==> src/rtl/tlcla_pkg.sv <==
package tlcla_pkg;

    // Number of groups needed to cover a width with groups of n bits.
    function automatic int grp_count(input int width, input int n);
        return (width + n - 1) / n;
    endfunction

    // Width of group k; only the top group may be narrower.
    function automatic int grp_width(input int width, input int n, input int k);
        int ng;
        ng = grp_count(width, n);
        if (k == ng - 1) return width - (ng - 1) * n;
        return n;
    endfunction

endpackage

==> src/rtl/tl_thresh_gate.sv <==
// Modelled threshold gate: x and y bit i weigh 2^i, bias weighs 1.
// Fires when the weighted sum is at least THRESH.
module tl_thresh_gate #(
    parameter int BITS   = 3,
    parameter int THRESH = 8
) (
    input  logic [BITS-1:0] x_i,
    input  logic [BITS-1:0] y_i,
    input  logic            bias_i,
    output logic            fire_o
);
    localparam int SW = BITS + 1;

    logic [SW-1:0] wsum;

    assign wsum   = {1'b0, x_i} + {1'b0, y_i} + SW'(bias_i);
    assign fire_o = (wsum >= SW'(THRESH));
endmodule

==> src/rtl/tl_group.sv <==
// One operand group: generate/propagate from a single weighted comparison
// each, and internal carries derived from the group's incoming carry.
module tl_group #(
    parameter int GW = 3
) (
    input  logic [GW-1:0] a_i,
    input  logic [GW-1:0] b_i,
    input  logic          cin_i,
    output logic          gen_o,
    output logic          prop_o,
    output logic [GW-1:0] sum_o
);
    localparam int MAXV = (1 << GW) - 1;

    logic [GW-1:0] cbit;

    // Generate: group sum strictly above the largest GW-bit value.
    tl_thresh_gate #(.BITS(GW), .THRESH(MAXV + 1)) u_gen (
        .x_i(a_i), .y_i(b_i), .bias_i(1'b0), .fire_o(gen_o)
    );

    // Propagate: group sum at least the largest GW-bit value.
    tl_thresh_gate #(.BITS(GW), .THRESH(MAXV)) u_prop (
        .x_i(a_i), .y_i(b_i), .bias_i(1'b0), .fire_o(prop_o)
    );

    assign cbit[0] = cin_i;

    // Carry into position j: low j bits plus incoming carry reach 2^j.
    for (genvar j = 1; j < GW; j++) begin : g_cin
        tl_thresh_gate #(.BITS(j), .THRESH(1 << j)) u_c (
            .x_i   (a_i[j-1:0]),
            .y_i   (b_i[j-1:0]),
            .bias_i(cin_i),
            .fire_o(cbit[j])
        );
    end

    assign sum_o = a_i ^ b_i ^ cbit;
endmodule

==> src/rtl/tl_prefix.sv <==
// Logarithmic-depth parallel-prefix network over group (G,P) pairs.
// carry_o[0] is the carry-in, carry_o[k+1] the carry out of group k.
module tl_prefix #(
    parameter int NG = 6
) (
    input  logic [NG-1:0] g_i,
    input  logic [NG-1:0] p_i,
    input  logic          cin_i,
    output logic [NG:0]   carry_o
);
    localparam int LVL = (NG > 1) ? $clog2(NG) : 0;

    logic [NG-1:0] gv_d;
    logic [NG-1:0] pv_d;

    always_comb begin
        gv_d    = g_i;
        pv_d    = p_i;
        // Fold carry-in into the lowest group.
        gv_d[0] = g_i[0] | (p_i[0] & cin_i);
        pv_d[0] = 1'b0;
        for (int l = 0; l < LVL; l++) begin
            // (G,P) = (Gh | Ph&Gl, Ph&Pl) with span 2^l.
            gv_d = gv_d | (pv_d & (gv_d << (1 << l)));
            pv_d = pv_d & ((pv_d << (1 << l)) | ~({NG{1'b1}} << (1 << l)));
        end
        carry_o = {gv_d, cin_i};
    end
endmodule

==> src/rtl/tl_cla_adder.sv <==
module tl_cla_adder
    import tlcla_pkg::*;
#(
    parameter int WIDTH = 16,
    parameter int GRP   = 3
) (
    input  logic             clk_i,
    input  logic             rst_ni,
    input  logic [WIDTH-1:0] a_i,
    input  logic [WIDTH-1:0] b_i,
    input  logic             cin_i,
    output logic [WIDTH-1:0] sum_o,
    output logic             cout_o
);
    localparam int NG = grp_count(WIDTH, GRP);
    localparam int OW = WIDTH + 1;

    typedef struct packed {
        logic [WIDTH-1:0] sum;
        logic             cout;
        logic             live;
    } res_t;

    logic [NG-1:0]    grp_g;
    logic [NG-1:0]    grp_p;
    logic [NG:0]      grp_c;
    logic [WIDTH-1:0] sum_w;
    res_t             res_d;
    res_t             res_q;

    for (genvar k = 0; k < NG; k++) begin : g_grp
        localparam int LO = k * GRP;
        localparam int GW = grp_width(WIDTH, GRP, k);
        tl_group #(.GW(GW)) u_grp (
            .a_i   (a_i[LO+GW-1:LO]),
            .b_i   (b_i[LO+GW-1:LO]),
            .cin_i (grp_c[k]),
            .gen_o (grp_g[k]),
            .prop_o(grp_p[k]),
            .sum_o (sum_w[LO+GW-1:LO])
        );
    end

    tl_prefix #(.NG(NG)) u_prefix (
        .g_i    (grp_g),
        .p_i    (grp_p),
        .cin_i  (cin_i),
        .carry_o(grp_c)
    );

    always_comb begin
        res_d      = res_q;
        res_d.sum  = sum_w;
        res_d.cout = grp_c[NG];
        res_d.live = 1'b1;
    end

    always_ff @(posedge clk_i or negedge rst_ni) begin
        if (!rst_ni) res_q <= '0;
        else         res_q <= res_d;
    end

    assign sum_o  = res_q.sum;
    assign cout_o = res_q.cout;


    sum_value_chk: assert property (@(posedge clk_i) disable iff (!rst_ni)
        res_q.live |-> ({cout_o, sum_o} ==
            ({1'b0, $past(a_i)} + {1'b0, $past(b_i)} + OW'($past(cin_i)))));


    gen_within_prop_chk: assert property (@(posedge clk_i) disable iff (!rst_ni)
        $countones(grp_g & ~grp_p) == 0);


    top_gen_cout_chk: assert property (@(posedge clk_i) disable iff (!rst_ni)
        grp_g[NG-1] |=> cout_o);


    full_chain_chk: assert property (@(posedge clk_i) disable iff (!rst_ni)
        (&grp_p && !(|grp_g)) |=> (cout_o == $past(cin_i)));


    cin_entry_chk: assert property (@(posedge clk_i) disable iff (!rst_ni)
        (a_i == '0 && b_i == '0) |=> (sum_o == WIDTH'($past(cin_i)) && !cout_o));
endmodule

==> config.mk <==
export PLATFORM = sky130hd
export DESIGN_NAME = tl_cla_adder
export DESIGN_NICKNAME = d
export VERILOG_FILES = /design/src/rtl/tlcla_pkg.sv /design/src/rtl/tl_thresh_gate.sv /design/src/rtl/tl_group.sv /design/src/rtl/tl_prefix.sv /design/src/rtl/tl_cla_adder.sv
export SDC_FILE = /design/constraint.sdc
export NUM_CORES = 1
export LEC_CHECK = 0
export BUFFER_PORTS_ARGS = -buffer_cell sky130_fd_sc_hd__buf_2
export CORE_MARGIN = 1.5
export CORE_UTILIZATION = 52
export DETAILED_ROUTE_END_ITERATION = 8
export PLACE_DENSITY = 0.95
export SETUP_SLACK_MARGIN = 0.05
export SYNTH_ARGS = -nofsm -noshare
export SYNTH_HDL_FRONTEND = slang
export SYNTH_SLANG_ARGS = --single-unit
==> constraint.sdc <==
create_clock -name clk_i -period 1.7 [get_ports clk_i]
set_clock_uncertainty 0.15 [all_clocks]
set_input_delay 0.34 -clock clk_i [delete_from_list [all_inputs] [get_ports clk_i]]
set_output_delay 0.34 -clock clk_i [all_outputs]
set_load 0.05 [all_outputs]
=== Yosys cells after proc, flatten, opt, wreduce, memory -nomap -nowiden ===
Index checks and enable logic that the tools add are counted.

* ROM bits: 0
* Register bits after elaboration: 17
* Memory bits (writable): 0
* Memories kept: 0
* Output and inout bits: 17
* Bits in latches: 0

* Add/subtract/negate cells: 26
* $lt $le $gt $ge: 22
* Equality and inequality tests: 0
* Multiply operators: 0
* Reduce and logical (&&, ||, !) cells: 0
* Bitwise operators: 22
* Shifts and indexed selects: 0
* Divide/modulo/power cells: 0
* Multiplexer cells: 0

{| class="wikitable"
|+ Operators with widths
! kind !! count
|-
| 6-bit bitwise AND || 5
|-
| 3-bit bitwise XOR || 10
|-
| 3-bit by 3-bit adder with 4-bit output || 5
|-
| 4-bit by 3-bit greater-or-equal comparator with 1-bit output (second input constant) || 5
|-
| 4-bit greater-or-equal comparator (second input constant) || 5
|-
| 6-bit bitwise OR || 3
|-
| 2-bit by 2-bit adder with 3-bit output || 5
|-
| 3-bit by 1-bit adder with 3-bit output || 5
|-
| 3-bit greater-or-equal comparator (second input constant) || 5
|-
| 1-bit by 1-bit adder with 2-bit output || 6
|-
| 2-bit greater-or-equal comparator (second input constant) || 6
|-
| 2-bit by 1-bit adder with 2-bit output || 5
|-
| 2-bit by 1-bit greater-or-equal comparator with 1-bit output (second input constant) || 1
|-
| 1-bit bitwise XOR || 2
|-
| 1-bit bitwise AND || 1
|-
| 1-bit bitwise OR || 1
|}

=== Depth between registers and ports, before layout ===
* Depth in word-level cells: 13
* Gate-level depth with buffers: 11

=== Hierarchy ===
Synthesis repeated with hierarchy kept, for this count alone.

* Cells, all modules: 181
* Area total of the unflattened synthesis: 2185.8 µm²

{| class="wikitable"
|+ By module, submodules not included
! module !! cells an instance !! times used !! sequential area each (µm²) !! area an instance (µm²)
|-
| tl_thresh_gate (g_grp[0].u_grp.u_prop ...) || 11 || 5 || 0.0 || 113.9
|-
| tl_cla_adder || 17 || 1 || 425.4 || 425.4
|-
| tl_group (g_grp[0].u_grp ...) || 4 || 5 || 0.0 || 75.1
|-
| tl_thresh_gate (g_grp[0].u_grp.u_gen ...) || 6 || 5 || 0.0 || 58.8
|-
| tl_thresh_gate (g_grp[0].u_grp.g_cin[2].u_c ...) || 5 || 5 || 0.0 || 42.5
|-
| tl_prefix || 18 || 1 || 0.0 || 135.1
|-
| tl_thresh_gate (g_grp[0].u_grp.g_cin[1].u_c ...) || 2 || 6 || 0.0 || 20.0
|-
| tl_group (g_grp[5].u_grp) || 2 || 1 || 0.0 || 27.5
|-
| tl_thresh_gate (g_grp[5].u_grp.u_prop) || 2 || 1 || 0.0 || 26.3
|}

=== Worst setup path before layout ===
OpenSTA, ideal clock, no wires.

* Path type: input to register
* From: input a_i[3]
* To: register res_q, in the netlist sum_o[14]
* Path buffers: 0
* Path slack: -744 ps
* Data required time: 1470 ps
* Cell stages on the path: 11
* Library setup time: 80 ps
* Arrival: 2214 ps
* Cell sequence: ha_1 -> inv_1 -> fa_1 -> xnor2_1 -> nand3b_1 -> a21oi_1 -> a21oi_1 -> o21ai_0 -> fa_1 -> a21oi_1 -> xnor2_1

* Cells in the longest elaborated chain, start to end: 10
* Elaborated cells on any way between the ends: 14

{| class="wikitable"
|+ RTL lines
! element !! line !! source
|-
| start, declared || tl_cla_adder.sv:9 || <nowiki>input logic [WIDTH-1:0] a_i,</nowiki>
|-
| 3-bit by 3-bit adder with 4-bit output (*) || tl_thresh_gate.sv:16 || <nowiki>assign wsum = {1'b0, x_i} + {1'b0, y_i} + SW'(bias_i);</nowiki>
|-
| 4-bit by 3-bit greater-or-equal comparator with 1-bit output || tl_thresh_gate.sv:17 || <nowiki>assign fire_o = (wsum >= SW'(THRESH));</nowiki>
|-
| 6-bit bitwise AND || tl_prefix.sv:24 || <nowiki>gv_d = gv_d | (pv_d & (gv_d << (1 << l)));</nowiki>
|-
| 6-bit bitwise OR || tl_prefix.sv:24 ||
|-
| 6-bit bitwise AND || tl_prefix.sv:24 ||
|-
| 6-bit bitwise OR || tl_prefix.sv:24 ||
|-
| 6-bit bitwise OR (*) || tl_prefix.sv:24 ||
|-
| 3-bit by 1-bit adder with 3-bit output (*) || tl_thresh_gate.sv:16 ||
|-
| 3-bit greater-or-equal comparator (*) || tl_thresh_gate.sv:17 ||
|-
| 3-bit bitwise XOR (*) || tl_group.sv:39 || <nowiki>assign sum_o = a_i ^ b_i ^ cbit;</nowiki>
|-
| net g_grp[4].u_grp.sum_o[2] || tl_group.sv:11 || <nowiki>output logic [GW-1:0] sum_o</nowiki>
|-
| end signal, assigned || tl_cla_adder.sv:60 || <nowiki>else res_q <= res_d;</nowiki>
|-
| end, declared || tl_cla_adder.sv:29 || <nowiki>res_t res_q;</nowiki>
|}

Mark *: on every way through the listed nets, which the timed path passes. The rest lies on a longest branch.

=== Worst setup path after layout ===
* From: input a_i[6]
* To: register res_q, in the netlist sum_o[11]

* Cells in the longest elaborated chain, start to end: 9
* Elaborated cells on any way between the ends: 14

{| class="wikitable"
|+ RTL lines
! element !! line
|-
| 3-bit by 3-bit adder with 4-bit output (*) || tl_thresh_gate.sv:16
|-
| 4-bit by 3-bit greater-or-equal comparator with 1-bit output || tl_thresh_gate.sv:17
|-
| 6-bit bitwise AND (on tied branches) || tl_prefix.sv:24, tl_prefix.sv:25
|-
| 6-bit bitwise OR, or another cell as far along || tl_prefix.sv:24
|-
| 6-bit bitwise OR / 6-bit bitwise AND (equally long branches) || tl_prefix.sv:24
|-
| 6-bit bitwise OR (*) || tl_prefix.sv:24
|-
| 3-bit by 1-bit adder with 3-bit output (*) || tl_thresh_gate.sv:16
|-
| 3-bit greater-or-equal comparator (*) || tl_thresh_gate.sv:17
|-
| 3-bit bitwise XOR (*) || tl_group.sv:39
|-
| net g_grp[3].u_grp.sum_o[2] || tl_group.sv:11
|}

Marks and branches as above.

==> results by group <==
Logic synthesis
  • Mean area per synthesized cell: 11.27 sq um
  • Syn Std Cell Area: roughly 1300 sq um
  • Xor/xnor cell area share of the yosys netlist: between 10% and 20%
  • Synth warnings: 0
  • Flip-flop and latch count after synthesis: 17
  • Sequential share of the synthesized area: between 30% and 40%
  • Post-synthesis mux area share: 0%
  • Largest family of logic cells by synthesized area: adder cells
  • Compound-Gate Fraction of Synth Area: roughly 15%
  • Simple-Gate Fraction of Synth Area: a little over 6%
  • Gate count after technology mapping: ~110
  • Syn_nets: between 150 and 200
  • Yosys cell types: 25
  • Post-Synth Adder-Cell Area: between 30% and 40%

Critical path
  • Crit Path Class: in2reg
  • Crit end category: flip-flop
  • Critical path arrival: approximately 2.4 ns
  • Startpoint class of the critical path: primary input
  • CP required: 1.79 ns
  • Crit-path max FO: 3

Status
  • Violations in the final reports: negative setup slack
  • Status: complete, but fails checks

Placed design
  • Detailed Place HPWL: roughly 2800 microns
  • Placed Cells: between 200 and 250
  • Port bufs: 51
  • Placed inst area: 1878 sq um
  • GPL Wtd Cong: between 0.7 and 0.8

Route
  • Routed met2 length: 2630 microns
  • WL met1: about 1700 microns
  • DR iter-0 viols: 23
  • DRT Pass-1 Iters: 4
  • Vias: ~1300
  • Drt total wl: ~4800 microns
  • Via-per-instance ratio: 5.574
  • Residual DRC count: 0
  • Routed wire length per instance: about 21 microns
  • Met3 routed WL: about 200 microns
  • DR top layer: met4
  • Final ANT Viol Nets: 0

Floorplan
  • Die Footprint: around 2800 sq um
  • Boundary pin count: between 50 and 60
  • Rows: 17
  • Core area: approximately 2300 sq um
  • Die X: ~53 microns
  • Initial Util: about 56%
  • Overall die height: approximately 53 microns

GRT
  • First-pass GRT wire length: 7148 microns
  • Initial antenna violation count: 0
  • Gr usage total: ~38%
  • Global route overflow: 0
  • Vias in the first global route: ~1500
  • Largest net degree at the start of global routing: 18

Finish
  • Most frequent cells in the layout: 45 x buf_2, 32 x buf_4, 17 x dfrtp_1
  • Nets: ~270
  • Finished Cell Area: ~2100 sq um
  • Fillers: between 70 and 80
  • Diodes inserted: 0
  • Final cell count without fillers: 230
  • Most common cell after layout, fill and taps aside: buf_2
  • Layout area overhead: 61.73%
  • Fraction of layout cells with a size suffix above 1: 62.87%

Timing
  • Fin crit share: 132.6%
  • Final setup viols: 14
  • Fin worst setup slack: -0.5546 ns
  • F_max: about 440 MHz
  • RSZ-0062 raised after global routing: yes
  • Worst Max-Slew Pin Slew: 0.4153 ns
  • Endpoints failing hold: 0
  • Crit path time final: 2.255 ns
  • Max Slew Vio Count: 0
  • Worst slew margin: between 70% and 80%

Pwr
  • VDD IR max: around 0.84 mV
  • Sequential power share: between 20% and 30%
  • Gate power share: between 50% and 60%
  • Net Sw Power: 829.6 uW
  • Clock power share: a little over an eighth
  • Pint: a little over 900 uW
  • PwrDens: roughly 850 nW/um^2
  • Switching share of power: between 40 and 50%
  • Lkg Pwr: 0.001026 uW

Clocking
  • CTS tree: built
  • H-Tree Depth: 1
  • TritonCTS buffer count: 3
  • Clk sinks: 17
  • Root Buffer: clkbuf_4
  • Clock buffer depth: 2
  • Clk pin slew, worst setup/hold paths: 0.11 ns

Min path
  • Hold crit path type: in2reg

Run
  • MaxCap Viol Count: 0
==> timing repair <==
item | 4_1_cts | 5_1_grt
gates resized for setup | 24 | 5
hold buffers | 1 | 0
pin swaps | 21 | 10
setup buffers | 2 | 1
hold endpoints to repair | 17 | 0
setup endpoints to repair | 14 | 14
==> worst paths after layout <==
kind | start | cells after the start | slack (ns) | end
setup / recovery | a_i[6] | 11 | -0.55 | sum_o[11]
hold / removal | b_i[0] | 2 | 0.21 | sum_o[0]
max in group asynchronous | rst_ni | 2 | 0.78 | sum_o[6]
min in group asynchronous | rst_ni | 2 | 0.33 | sum_o[15]
==> flip-flops by register name, indices dropped and copies added (netlist names) <==
register	count
cout_o	1
sum_o	16
==> synth_stat cells (all sizes together) <==
cell type / n / area share, %
xor2: 8 / 5.5
o21ai: 3 / 1.2
inv: 13 / 3.8
ha: 18 / 18
xnor2: 8 / 5.5
dfrtp: 17 / 33
a211o: 1 / 0.68
nand3b: 3 / 1.8
a21o: 5 / 3.0
fa: 9 / 14
nor2b: 1 / 0.49
nor3: 1 / 0.39
or2: 2 / 0.97
nand3: 2 / 0.78
nand2: 4 / 1.2
o211ai: 1 / 0.97
nor4: 1 / 0.49
a21oi: 15 / 7.0
o21a: 1 / 0.58
a221oi: 1 / 1.2
==> critical path, stage by stage <==
cell      delay, ns
buf_4          0.11
ha_4           0.14
inv_2          0.04
fa_2           0.52
nand3b_1       0.14
a21oi_2        0.06
a21oi_2        0.20
inv_1          0.12
fa_2           0.39
a21oi_2        0.17
xnor2_1        0.13
==> logic make-up after synthesis <==
kind of cell / Yosys count
fa+ha+maj: 27
xor+xnor: 16
buf+inv: 13
compound gates: 27
flops: 17
simple gates: 14
==> power by group through the flow <==
stage	clock (uW)	sequential, uW	combinational [uW]
global placement	0	514	839
global route	265	519	1050
detailed placement	0	517	882
finish	240	513	1010
CTS	233	509	938
floorplan	0	830	276
==> layout make-up <==
cell class | instances | area, sq um | area share [%]
clock buffers | 3 | 22.52 | 1.084
clock inverters | 1 | 5.005 | 0.2408
inverters | 13 | 48.80 | 2.348
multi-input cells | 84 | 994.7 | 47.86
flip-flops and latches | 17 | 425.4 | 20.47
well taps | 28 | 35.03 | 1.686
repair buffers | 84 | 546.8 | 26.31
==> stage by stage <==
step / hold WS (ns) / util, % / power, uW / setup WS, ns / setup TNS [ns]
2_1_floorplan: -0.1056 / - / 1106 / -0.5823 / -5.094
3_3_place_gp: 0.1229 / 82.52 / 1353 / -0.7682 / -8.084
3_5_place_dp: 0.1356 / 82.52 / 1399 / -0.8781 / -9.157
4_1_cts: 0.2059 / 89.61 / 1680 / -0.4609 / -4.045
5_1_grt: 0.2170 / 91.31 / 1839 / -0.6005 / -5.546
6_report: 0.2119 / 91.31 / 1761 / -0.5546 / -4.917
==> layer usage <==
metal	GRT usage, %	vias up
met1	35.34	617
met2	68.54	71
met5	0	-
li1	-	565
met4	31.20	0
met3	7.714	29
Power figures use the tool's default switching activity.
